<file path="src/rtl/cdiv_pkg.sv">
`timescale 1ns/1ps
package cdiv_pkg;
  // strobes from the control half to the counting half
  typedef struct packed {
    logic step8k;   // gated fast tick
    logic inBurst;  // trim burst in progress
  } cdivStrobe_t;
endpackage

</file>
<file path="src/rtl/cdiv_ctrl.sv">
`timescale 1ns/1ps
module cdiv_ctrl
  import cdiv_pkg::*;
#(
  parameter int PRE_DIV     = 4,
  parameter int SEC_PER_MIN = 60,
  parameter int INH_W       = 7
) (
  input  logic             clk,
  input  logic             rst,
  input  logic [INH_W-1:0] trimIn,
  input  logic             selIn,
  input  logic             tick1,
  output cdivStrobe_t      strobe
);
  localparam int PRE_W = (PRE_DIV > 1) ? $clog2(PRE_DIV) : 1;
  localparam int SEC_W = $clog2(2 * SEC_PER_MIN);
  localparam logic [PRE_W-1:0] PRE_LAST   = PRE_W'(PRE_DIV - 1);
  localparam logic [SEC_W-1:0] SHORT_LAST = SEC_W'(SEC_PER_MIN - 1);
  localparam logic [SEC_W-1:0] LONG_LAST  = SEC_W'(2 * SEC_PER_MIN - 1);

  logic [PRE_W-1:0] preCnt;
  logic [INH_W-1:0] burstCnt;
  logic [INH_W-1:0] trimLatched;
  logic             selLatched;
  logic [SEC_W-1:0] secCnt;
  logic             rawTick;
  logic             burstActive;
  logic [SEC_W-1:0] lastSec;
  logic             windowEnd;

  always_comb begin
    rawTick     = (preCnt == PRE_LAST);
    burstActive = (burstCnt != '0);
    lastSec     = selLatched ? LONG_LAST : SHORT_LAST;
    windowEnd   = tick1 && (secCnt == lastSec);
    strobe.step8k  = rawTick && !burstActive;
    strobe.inBurst = burstActive;
  end

  always_ff @(posedge clk) begin
    if (rst) begin
      preCnt      <= '0;
      burstCnt    <= '0;
      secCnt      <= '0;
      trimLatched <= trimIn;
      selLatched  <= selIn;
    end else begin
      preCnt <= rawTick ? '0 : preCnt + 1'b1;
      if (rawTick && burstActive)
        burstCnt <= burstCnt - 1'b1;
      if (windowEnd) begin
        burstCnt    <= trimLatched;
        trimLatched <= trimIn;
        selLatched  <= selIn;
        secCnt      <= '0;
      end else if (tick1) begin
        secCnt <= secCnt + 1'b1;
      end
    end
  end

  // each swallowed slot takes exactly one off the burst
  a_r4_burst_count_down: assert property (@(posedge clk) disable iff (rst)
    (rawTick && burstActive && !windowEnd) |=> burstCnt == $past(burstCnt) - 1'b1);

  // sampled calibration inputs hold between window ends
  a_r6_hold_between_windows: assert property (@(posedge clk) disable iff (rst)
    !windowEnd |=> ($stable(trimLatched) && $stable(selLatched)));

  // slow-tick count never passes the window length
  a_r5_sec_in_range: assert property (@(posedge clk) disable iff (rst)
    secCnt <= lastSec);

  // a burst is finished before the slow tick that closes the next window
  a_r4_burst_done_by_end: assert property (@(posedge clk) disable iff (rst)
    tick1 |-> !burstActive);
endmodule

</file>
<file path="src/rtl/cdiv_dp.sv">
`timescale 1ns/1ps
module cdiv_dp
  import cdiv_pkg::*;
#(
  parameter int MID_DIV = 256,
  parameter int LOW_DIV = 32
) (
  input  logic        clk,
  input  logic        rst,
  input  cdivStrobe_t strobe,
  output logic        tick8k,
  output logic        tick32,
  output logic        tick1,
  output logic        sq32
);
  localparam int MID_W = $clog2(MID_DIV);
  localparam int LOW_W = (LOW_DIV > 1) ? $clog2(LOW_DIV) : 1;
  localparam logic [MID_W-1:0] MID_LAST = MID_W'(MID_DIV - 1);
  localparam logic [MID_W-1:0] MID_HALF = MID_W'(MID_DIV / 2);
  localparam logic [LOW_W-1:0] LOW_LAST = LOW_W'(LOW_DIV - 1);

  logic [MID_W-1:0] midCnt;
  logic [LOW_W-1:0] lowCnt;

  always_comb begin
    tick8k = strobe.step8k;
    tick32 = strobe.step8k && (midCnt == MID_LAST);
    tick1  = tick32 && (lowCnt == LOW_LAST);
    sq32   = (midCnt >= MID_HALF);
  end

  always_ff @(posedge clk) begin
    if (rst) begin
      midCnt <= '0;
      lowCnt <= '0;
    end else if (strobe.step8k) begin
      midCnt <= (midCnt == MID_LAST) ? '0 : midCnt + 1'b1;
      if (midCnt == MID_LAST)
        lowCnt <= (lowCnt == LOW_LAST) ? '0 : lowCnt + 1'b1;
    end
  end

  // lower stages are frozen whenever no fast tick is passed on
  a_r9_frozen_without_step: assert property (@(posedge clk) disable iff (rst)
    !strobe.step8k |=> ($stable(midCnt) && $stable(lowCnt)));

  // no mid tick can be issued during a trim burst
  a_r4_quiet_in_burst: assert property (@(posedge clk) disable iff (rst)
    strobe.inBurst |-> !tick32);

  // the square wave only rises right after a passed fast tick
  a_r3_sq_rise_on_step: assert property (@(posedge clk) disable iff (rst)
    $rose(sq32) |-> $past(strobe.step8k));
endmodule

</file>
<file path="src/rtl/cdiv_meas.sv">
`timescale 1ns/1ps
module cdiv_meas #(
  parameter int PRE_DIV = 4,
  parameter int MID_DIV = 256,
  parameter int INH_W   = 7
) (
  input  logic             clk,
  input  logic             rst,
  input  logic [INH_W-1:0] trimIn,
  output logic             measWave
);
  localparam int BASE    = PRE_DIV * MID_DIV;
  localparam int LEN_MAX = BASE + PRE_DIV * ((1 << INH_W) - 1);
  localparam int CNT_W   = $clog2(LEN_MAX);
  localparam logic [CNT_W-1:0] BASE_LAST = CNT_W'(BASE - 1);
  localparam logic [CNT_W-1:0] HALF      = CNT_W'(BASE / 2);
  localparam logic [CNT_W-1:0] PRE_K     = CNT_W'(PRE_DIV);

  logic [CNT_W-1:0] measCnt;
  logic [INH_W-1:0] measN;
  logic [CNT_W-1:0] lastIdx;

  always_comb begin
    lastIdx  = BASE_LAST + PRE_K * CNT_W'(measN);
    measWave = (measCnt < HALF);
  end

  always_ff @(posedge clk) begin
    if (rst) begin
      measCnt <= '0;
      measN   <= trimIn;
    end else if (measCnt == lastIdx) begin
      measCnt <= '0;
      measN   <= trimIn;
    end else begin
      measCnt <= measCnt + 1'b1;
    end
  end

  // the high phase lasts more than one clock
  a_r8_high_min: assert property (@(posedge clk) disable iff (rst)
    $rose(measWave) |=> measWave);

  // frame counter stays inside the stretched frame
  a_r8_cnt_bound: assert property (@(posedge clk) disable iff (rst)
    measCnt <= lastIdx);
endmodule

</file>
<file path="src/rtl/calib_divider.sv">
`timescale 1ns/1ps
module calib_divider
  import cdiv_pkg::*;
#(
  parameter int PRE_DIV     = 4,
  parameter int MID_DIV     = 256,
  parameter int LOW_DIV     = 32,
  parameter int SEC_PER_MIN = 60,
  parameter int INH_W       = 7
) (
  input  logic             clk,
  input  logic             rst,
  input  logic [INH_W-1:0] trimCount,
  input  logic             windowSel,
  output logic             tick8k,
  output logic             tick32,
  output logic             tick1,
  output logic             sq32,
  output logic             measWave
);
  cdivStrobe_t strobe;

  cdiv_ctrl #(.PRE_DIV(PRE_DIV), .SEC_PER_MIN(SEC_PER_MIN), .INH_W(INH_W)) u_ctrl (
    .clk(clk), .rst(rst), .trimIn(trimCount), .selIn(windowSel),
    .tick1(tick1), .strobe(strobe)
  );

  cdiv_dp #(.MID_DIV(MID_DIV), .LOW_DIV(LOW_DIV)) u_dp (
    .clk(clk), .rst(rst), .strobe(strobe),
    .tick8k(tick8k), .tick32(tick32), .tick1(tick1), .sq32(sq32)
  );

  cdiv_meas #(.PRE_DIV(PRE_DIV), .MID_DIV(MID_DIV), .INH_W(INH_W)) u_meas (
    .clk(clk), .rst(rst), .trimIn(trimCount), .measWave(measWave)
  );
endmodule

</file>
<file path="config.mk">
export PLATFORM = sky130hd
export DESIGN_NAME = calib_divider
export DESIGN_NICKNAME = d
export VERILOG_FILES = /design/src/rtl/cdiv_pkg.sv /design/src/rtl/cdiv_ctrl.sv /design/src/rtl/cdiv_dp.sv /design/src/rtl/cdiv_meas.sv /design/src/rtl/calib_divider.sv
export SDC_FILE = /design/constraint.sdc
export NUM_CORES = 1
export LEC_CHECK = 0
export BUFFER_PORTS_ARGS = -buffer_cell sky130_fd_sc_hd__buf_2
export CORE_ASPECT_RATIO = 2
export CORE_MARGIN = 3
export CORE_UTILIZATION = 45
export DETAILED_ROUTE_END_ITERATION = 8
export PLACE_DENSITY = 0.66
export REMOVE_ABC_BUFFERS = 1
export SYNTH_ARGS = -nofsm -noshare
export SYNTH_HDL_FRONTEND = slang
export SYNTH_HIERARCHICAL = 1
export SYNTH_SLANG_ARGS = --single-unit
</file>
<file path="constraint.sdc">
create_clock -name clk -period 3.4 [get_ports clk]
set_input_delay 0.17 -clock clk [delete_from_list [all_inputs] [get_ports clk]]
set_output_delay 0.17 -clock clk [all_outputs]
set_load 0.005 [all_outputs]
</file>
== Yosys cells after proc, flatten, opt, wreduce, memory -nomap -nowiden ==
Index checks and enable logic that the tools add are counted.
Cells by class
  add/sub/neg operators: 7
  magnitude comparators: 2
  equal/unequal tests: 5
  mux-type cells: 11
  reduce and logical (&&, ||, !) cells: 14
Operators by type and width (number)
  $mux W7: 7
  $add A10 B9 Y11 const A: 1
  $add A11 B1 Y11 const B: 1
  $eq A11 B11 Y1: 1
  $lt A11 B10 Y1 const B: 1
  $add A8 B1 Y8 const B: 1
  $eq A8 B8 Y1 const B: 1
  $ge A8 B8 Y1 const B: 1
  $mux W8: 1
  $add A7 B1 Y7 const B: 1
  $eq A7 B7 Y1: 1
  $reduce_bool A7 Y1: 1
  $sub A7 B1 Y7 const B: 1
  $reduce_bool A2 Y1: 3
  $reduce_or A2 Y1: 3
  $add A5 B1 Y5 const B: 1
  $eq A5 B5 Y1 const B: 1
  $logic_and A1 B1 Y1: 5
  $mux W5: 1
  $add A2 B1 Y2 const B: 1
  $eq A2 B2 Y1 const B: 1
  $mux W1: 2
  $reduce_and A2 Y1: 1
  $logic_not A1 Y1: 1
Storage, ports and cells
  flip-flop bits (word level): 55
  input bits: 10
  output and inout bits: 5
  logic and storage cells: 48

== Logic depth before layout (Yosys ltp) ==
  word-level depth: 8
  depth in mapped cells: 14
  gate-level depth less buffers: 11

== Cells and area by module ==
The synthesis kept the hierarchy.
Modules (own cells, without submodules)
  cdiv_ctrl: times used 1, cells an instance 100, area an instance 1111.1 sq um, sequential area each 560.5 sq um
  cdiv_meas: times used 1, cells an instance 87, area an instance 910.9 sq um, sequential area each 430.4 sq um
  cdiv_dp: times used 1, cells an instance 75, area an instance 665.6 sq um, sequential area each 260.2 sq um

== Worst setup path after synthesis ==
No wires, ideal clock.
  kind: reg-to-reg
  start: register u_ctrl.burstCnt[0]
  end: register u_ctrl.selLatched, enable pin
  setup time: 0.307 ns
  data arrival time: 2.733 ns
  data required time: 3.093 ns
  slack: 0.360 ns
  stages on the path, launching flop included: 14
  path buffers: 3
  clock period less this slack: 3.040 ns
  cell sequence: dfxtp_1 > inv_1 > ha_1 > nor3b_2 > and3_1 > nand4_2 > buf_6 > nor2_1 > and2_1 > clkdlybuf4s15_2 > nand4_1 > a21o_1 > nand2b_1 > buf_4
RTL lines
  start: declaration: line cdiv_ctrl.sv:23  | logic [INH_W-1:0] burstCnt;
  start signal: assignment: line cdiv_ctrl.sv:51  | burstCnt <= burstCnt - 1'b1;
  start signal: assignment: line cdiv_ctrl.sv:53  | burstCnt <= trimLatched;
  end signal: assignment: line cdiv_ctrl.sv:47  | selLatched <= selIn;
  end signal: assignment: line cdiv_ctrl.sv:55  | selLatched <= selIn;
  end: declaration: line cdiv_ctrl.sv:25  | logic selLatched;

== Worst setup path in the final report ==
  start: register u_ctrl.burstCnt[0]
  end: register u_ctrl.selLatched, enable pin
Between the ends
  word-level cells in the longest chain between the ends: 7
Ends and longest elaborated chain
  $reduce_bool A7 Y1: line cdiv_ctrl.sv:34  | burstActive = (burstCnt != '0);
  $logic_not A1 Y1: line cdiv_ctrl.sv:37  | strobe.step8k = rawTick && !burstActive;
  $logic_and A1 B1 Y1: line cdiv_ctrl.sv:37
  $logic_and A1 B1 Y1: line cdiv_dp.sv:27  | tick32 = strobe.step8k && (midCnt == MID_LAST);
  $logic_and A1 B1 Y1: line cdiv_dp.sv:28  | tick1 = tick32 && (lowCnt == LOW_LAST);
  $logic_and A1 B1 Y1: line cdiv_ctrl.sv:36  | windowEnd = tick1 && (secCnt == lastSec);
  $reduce_bool A2 Y1 (no source line)
Every way passes these cells.
A chain may end at the register's enable or synchronous reset.

==> reports/qor.txt <==
Static Leak: 1.040 nW
crit start category: flop
Via Count: 1910
root buffer cell: clkbuf_16
Fillers: 537
Final ANT Viol Nets: 0
DRT Wirelength: 5052 µm
worst IR drop on VDD: 0.3475 mV
final net count: 292
crit path to: u_ctrl/selLatched
IO buf count: 14
number of iterations in the first detailed-routing pass: 4
hpwl dp: 3703 µm
Power Dens Cells: 441.3 nW/µm²
largest net degree at the start of global routing: 36
Critical Path AT: 2.98 ns
first-pass GRT wire length: 8252 µm
Setup TNS: 0 ns
Area Growth Syn to Fin: 8.602%
Final Power: 1.283 mW
CTS H-tree depth: 2
worst-margin pin slew: 0.6493 ns
via/cell ratio: 5.719
RR Startpoint: u_ctrl/burstCnt[0]
Yosys Warn Count: 6
Setup Fix Bufs, Post-CTS: 0
DRT iter0 DRCs: 66
status: complete, no violations
vias in the first global route: 1870
max frequency: 328.7 MHz
share of cells above drive strength 1: 14.65%
GR Util All Layers: 15.85%
initial antenna violation count: 0
max-capacitance violation count: 0
Hold Crit Class: primary input to flop
Final Hold Vio Count: 0
Final Skew: 0.008035 ns
Pins Over Slew Limit: 0
Reg2Reg Setup Slack: 0.36 ns
Final setup viols: 0
Worst-path clk slew: 0.07 ns
area of the die: 6965 µm²
Row Count: 39
final RePlAce weighted congestion: 0.8814
total global routing overflow: 0
ANT cells: 0
drt drc: 0
crit path launch: u_ctrl/burstCnt[0]
Post-Synthesis Cells: 260
Routed WL per cell: 15.13 µm
synthesized area: 2676 µm²
Reg-to-Reg End: u_ctrl/selLatched
clk sink count: 55
Max FO, Critical Path: 16
Final Cycle Share: 89.49%
TritonCTS Buffers: 5
CTS tree: done
Die Wd: 60.53 µm
# hold bufs at CTS: 0
Worst Setup Path Type: flop to flop
reg2reg path depth: 10
IO Count: 15
CP Data Required Time: 3.33 ns
Die Y: 115.1 µm
Mean Syn Cell Area: 10.29 µm²
Setup crit end kind: flop
min Tclk post-route: 3.043 ns
Initial Util: 46.48%
RSZ-0062 raised after global routing: no
worst rel slew slack: 56.71%
Resized cells post-CTS: 0
Clk Latency, worst-skew pair: 0.29 ns
core footprint: 5758 µm²
clk buf depth: 2
[routing by layer]
| layer | wire length, µm | GRT usage, % | vias up |
|---|---|---|---|
| met5 | 0 | 0 | - |
| met4 | 148 | 7.670 | 0 |
| met3 | 87 | 2.697 | 12 |
| met2 | 2915 | 30.56 | 25 |
| met1 | 1901 | 15.12 | 921 |
| li1 | - | - | 952 |
[per-stage QoR]
stage	util (%)	hold WS, ns	instances	instance area, µm²	worst slack [ns]
6_report	50.48	0.04902	334	2907	0.3574
5_1_grt	50.48	0.03914	334	2907	0.09897
4_1_cts	50.48	0.04303	334	2907	0.3408
3_5_place_dp	47.91	0.3520	326	2759	0.3345
3_3_place_gp	47.91	0.3499	326	2759	0.4515
2_1_floorplan	-	0.2346	247	2582	0.1533
[layout make-up]
type	count	area, µm²	area share [%]
inverters	11	41.29	1.421
multi-input cells	181	1290	44.38
clock inverters	3	22.52	0.7749
repair buffers	18	100.1	3.444
flip-flops and latches	55	1251	43.05
well taps	61	76.32	2.626
clock buffers	5	125.1	4.305
[placed cells by master, fill, tap and decap left out, types with 2 or more instances in the layout]
cell,n
nand4_1,7
nor3_1,16
a211oi_1,3
or3_1,6
a211oi_2,5
o21ai_0,6
buf_2,14
nand2b_1,3
nand3_1,6
ha_1,10
clkbuf_16,5
and3_1,4
inv_1,11
buf_4,4
a21oi_1,11
nand2_1,10
nor3b_1,3
nor2_1,23
xnor2_1,15
a31oi_1,2
or4b_1,3
edfxtp_1,15
o31ai_1,3
xor2_1,15
mux2i_1,4
or4_1,4
nand4b_1,4
dfxtp_1,40
[worst min path at each step]
stage / start / slack (ns) / depth (start not counted) / to
final: windowSel / 0.05 / 1 / u_ctrl/selLatched
after global routing: windowSel / 0.04 / 1 / u_ctrl/selLatched
after CTS: windowSel / 0.04 / 1 / u_ctrl/selLatched
after detailed placement: windowSel / 0.35 / 1 / u_ctrl/selLatched
after global placement: windowSel / 0.35 / 1 / u_ctrl/selLatched
after floorplan: rst / 0.23 / 1 / u_ctrl/burstCnt[0]
[worst max-delay path: stages (launching register included)]
cell and delay (ns):
dfxtp_1 0.33, inv_1 0.10, ha_1 0.19, nor3b_2 0.29, and3_1 0.35, nand4_2 0.12, nor2_1 0.14, and2_1 0.33
nand4_1 0.17, a21o_1 0.19, nand2b_1 0.47
[where the power goes]
group	internal (mW)	total (mW)	switching, mW
clock	0.276	0.508	0.232
combinational	0.0302	0.0661	0.0359
sequential	0.694	0.709	0.0143
total	1.00	1.28	0.283
[state kept, by name (all words and copies together), names as in the netlist]
name                flops
u_ctrl/burstCnt         7
u_ctrl/selLatched       1
u_dp/lowCnt             5
u_ctrl/preCnt           2
u_ctrl/trimLatched      7
u_ctrl/secCnt           7
u_meas/measCnt         11
u_meas/measN            7
u_dp/midCnt             8
Note: power is estimated with default switching activity, not from simulation.
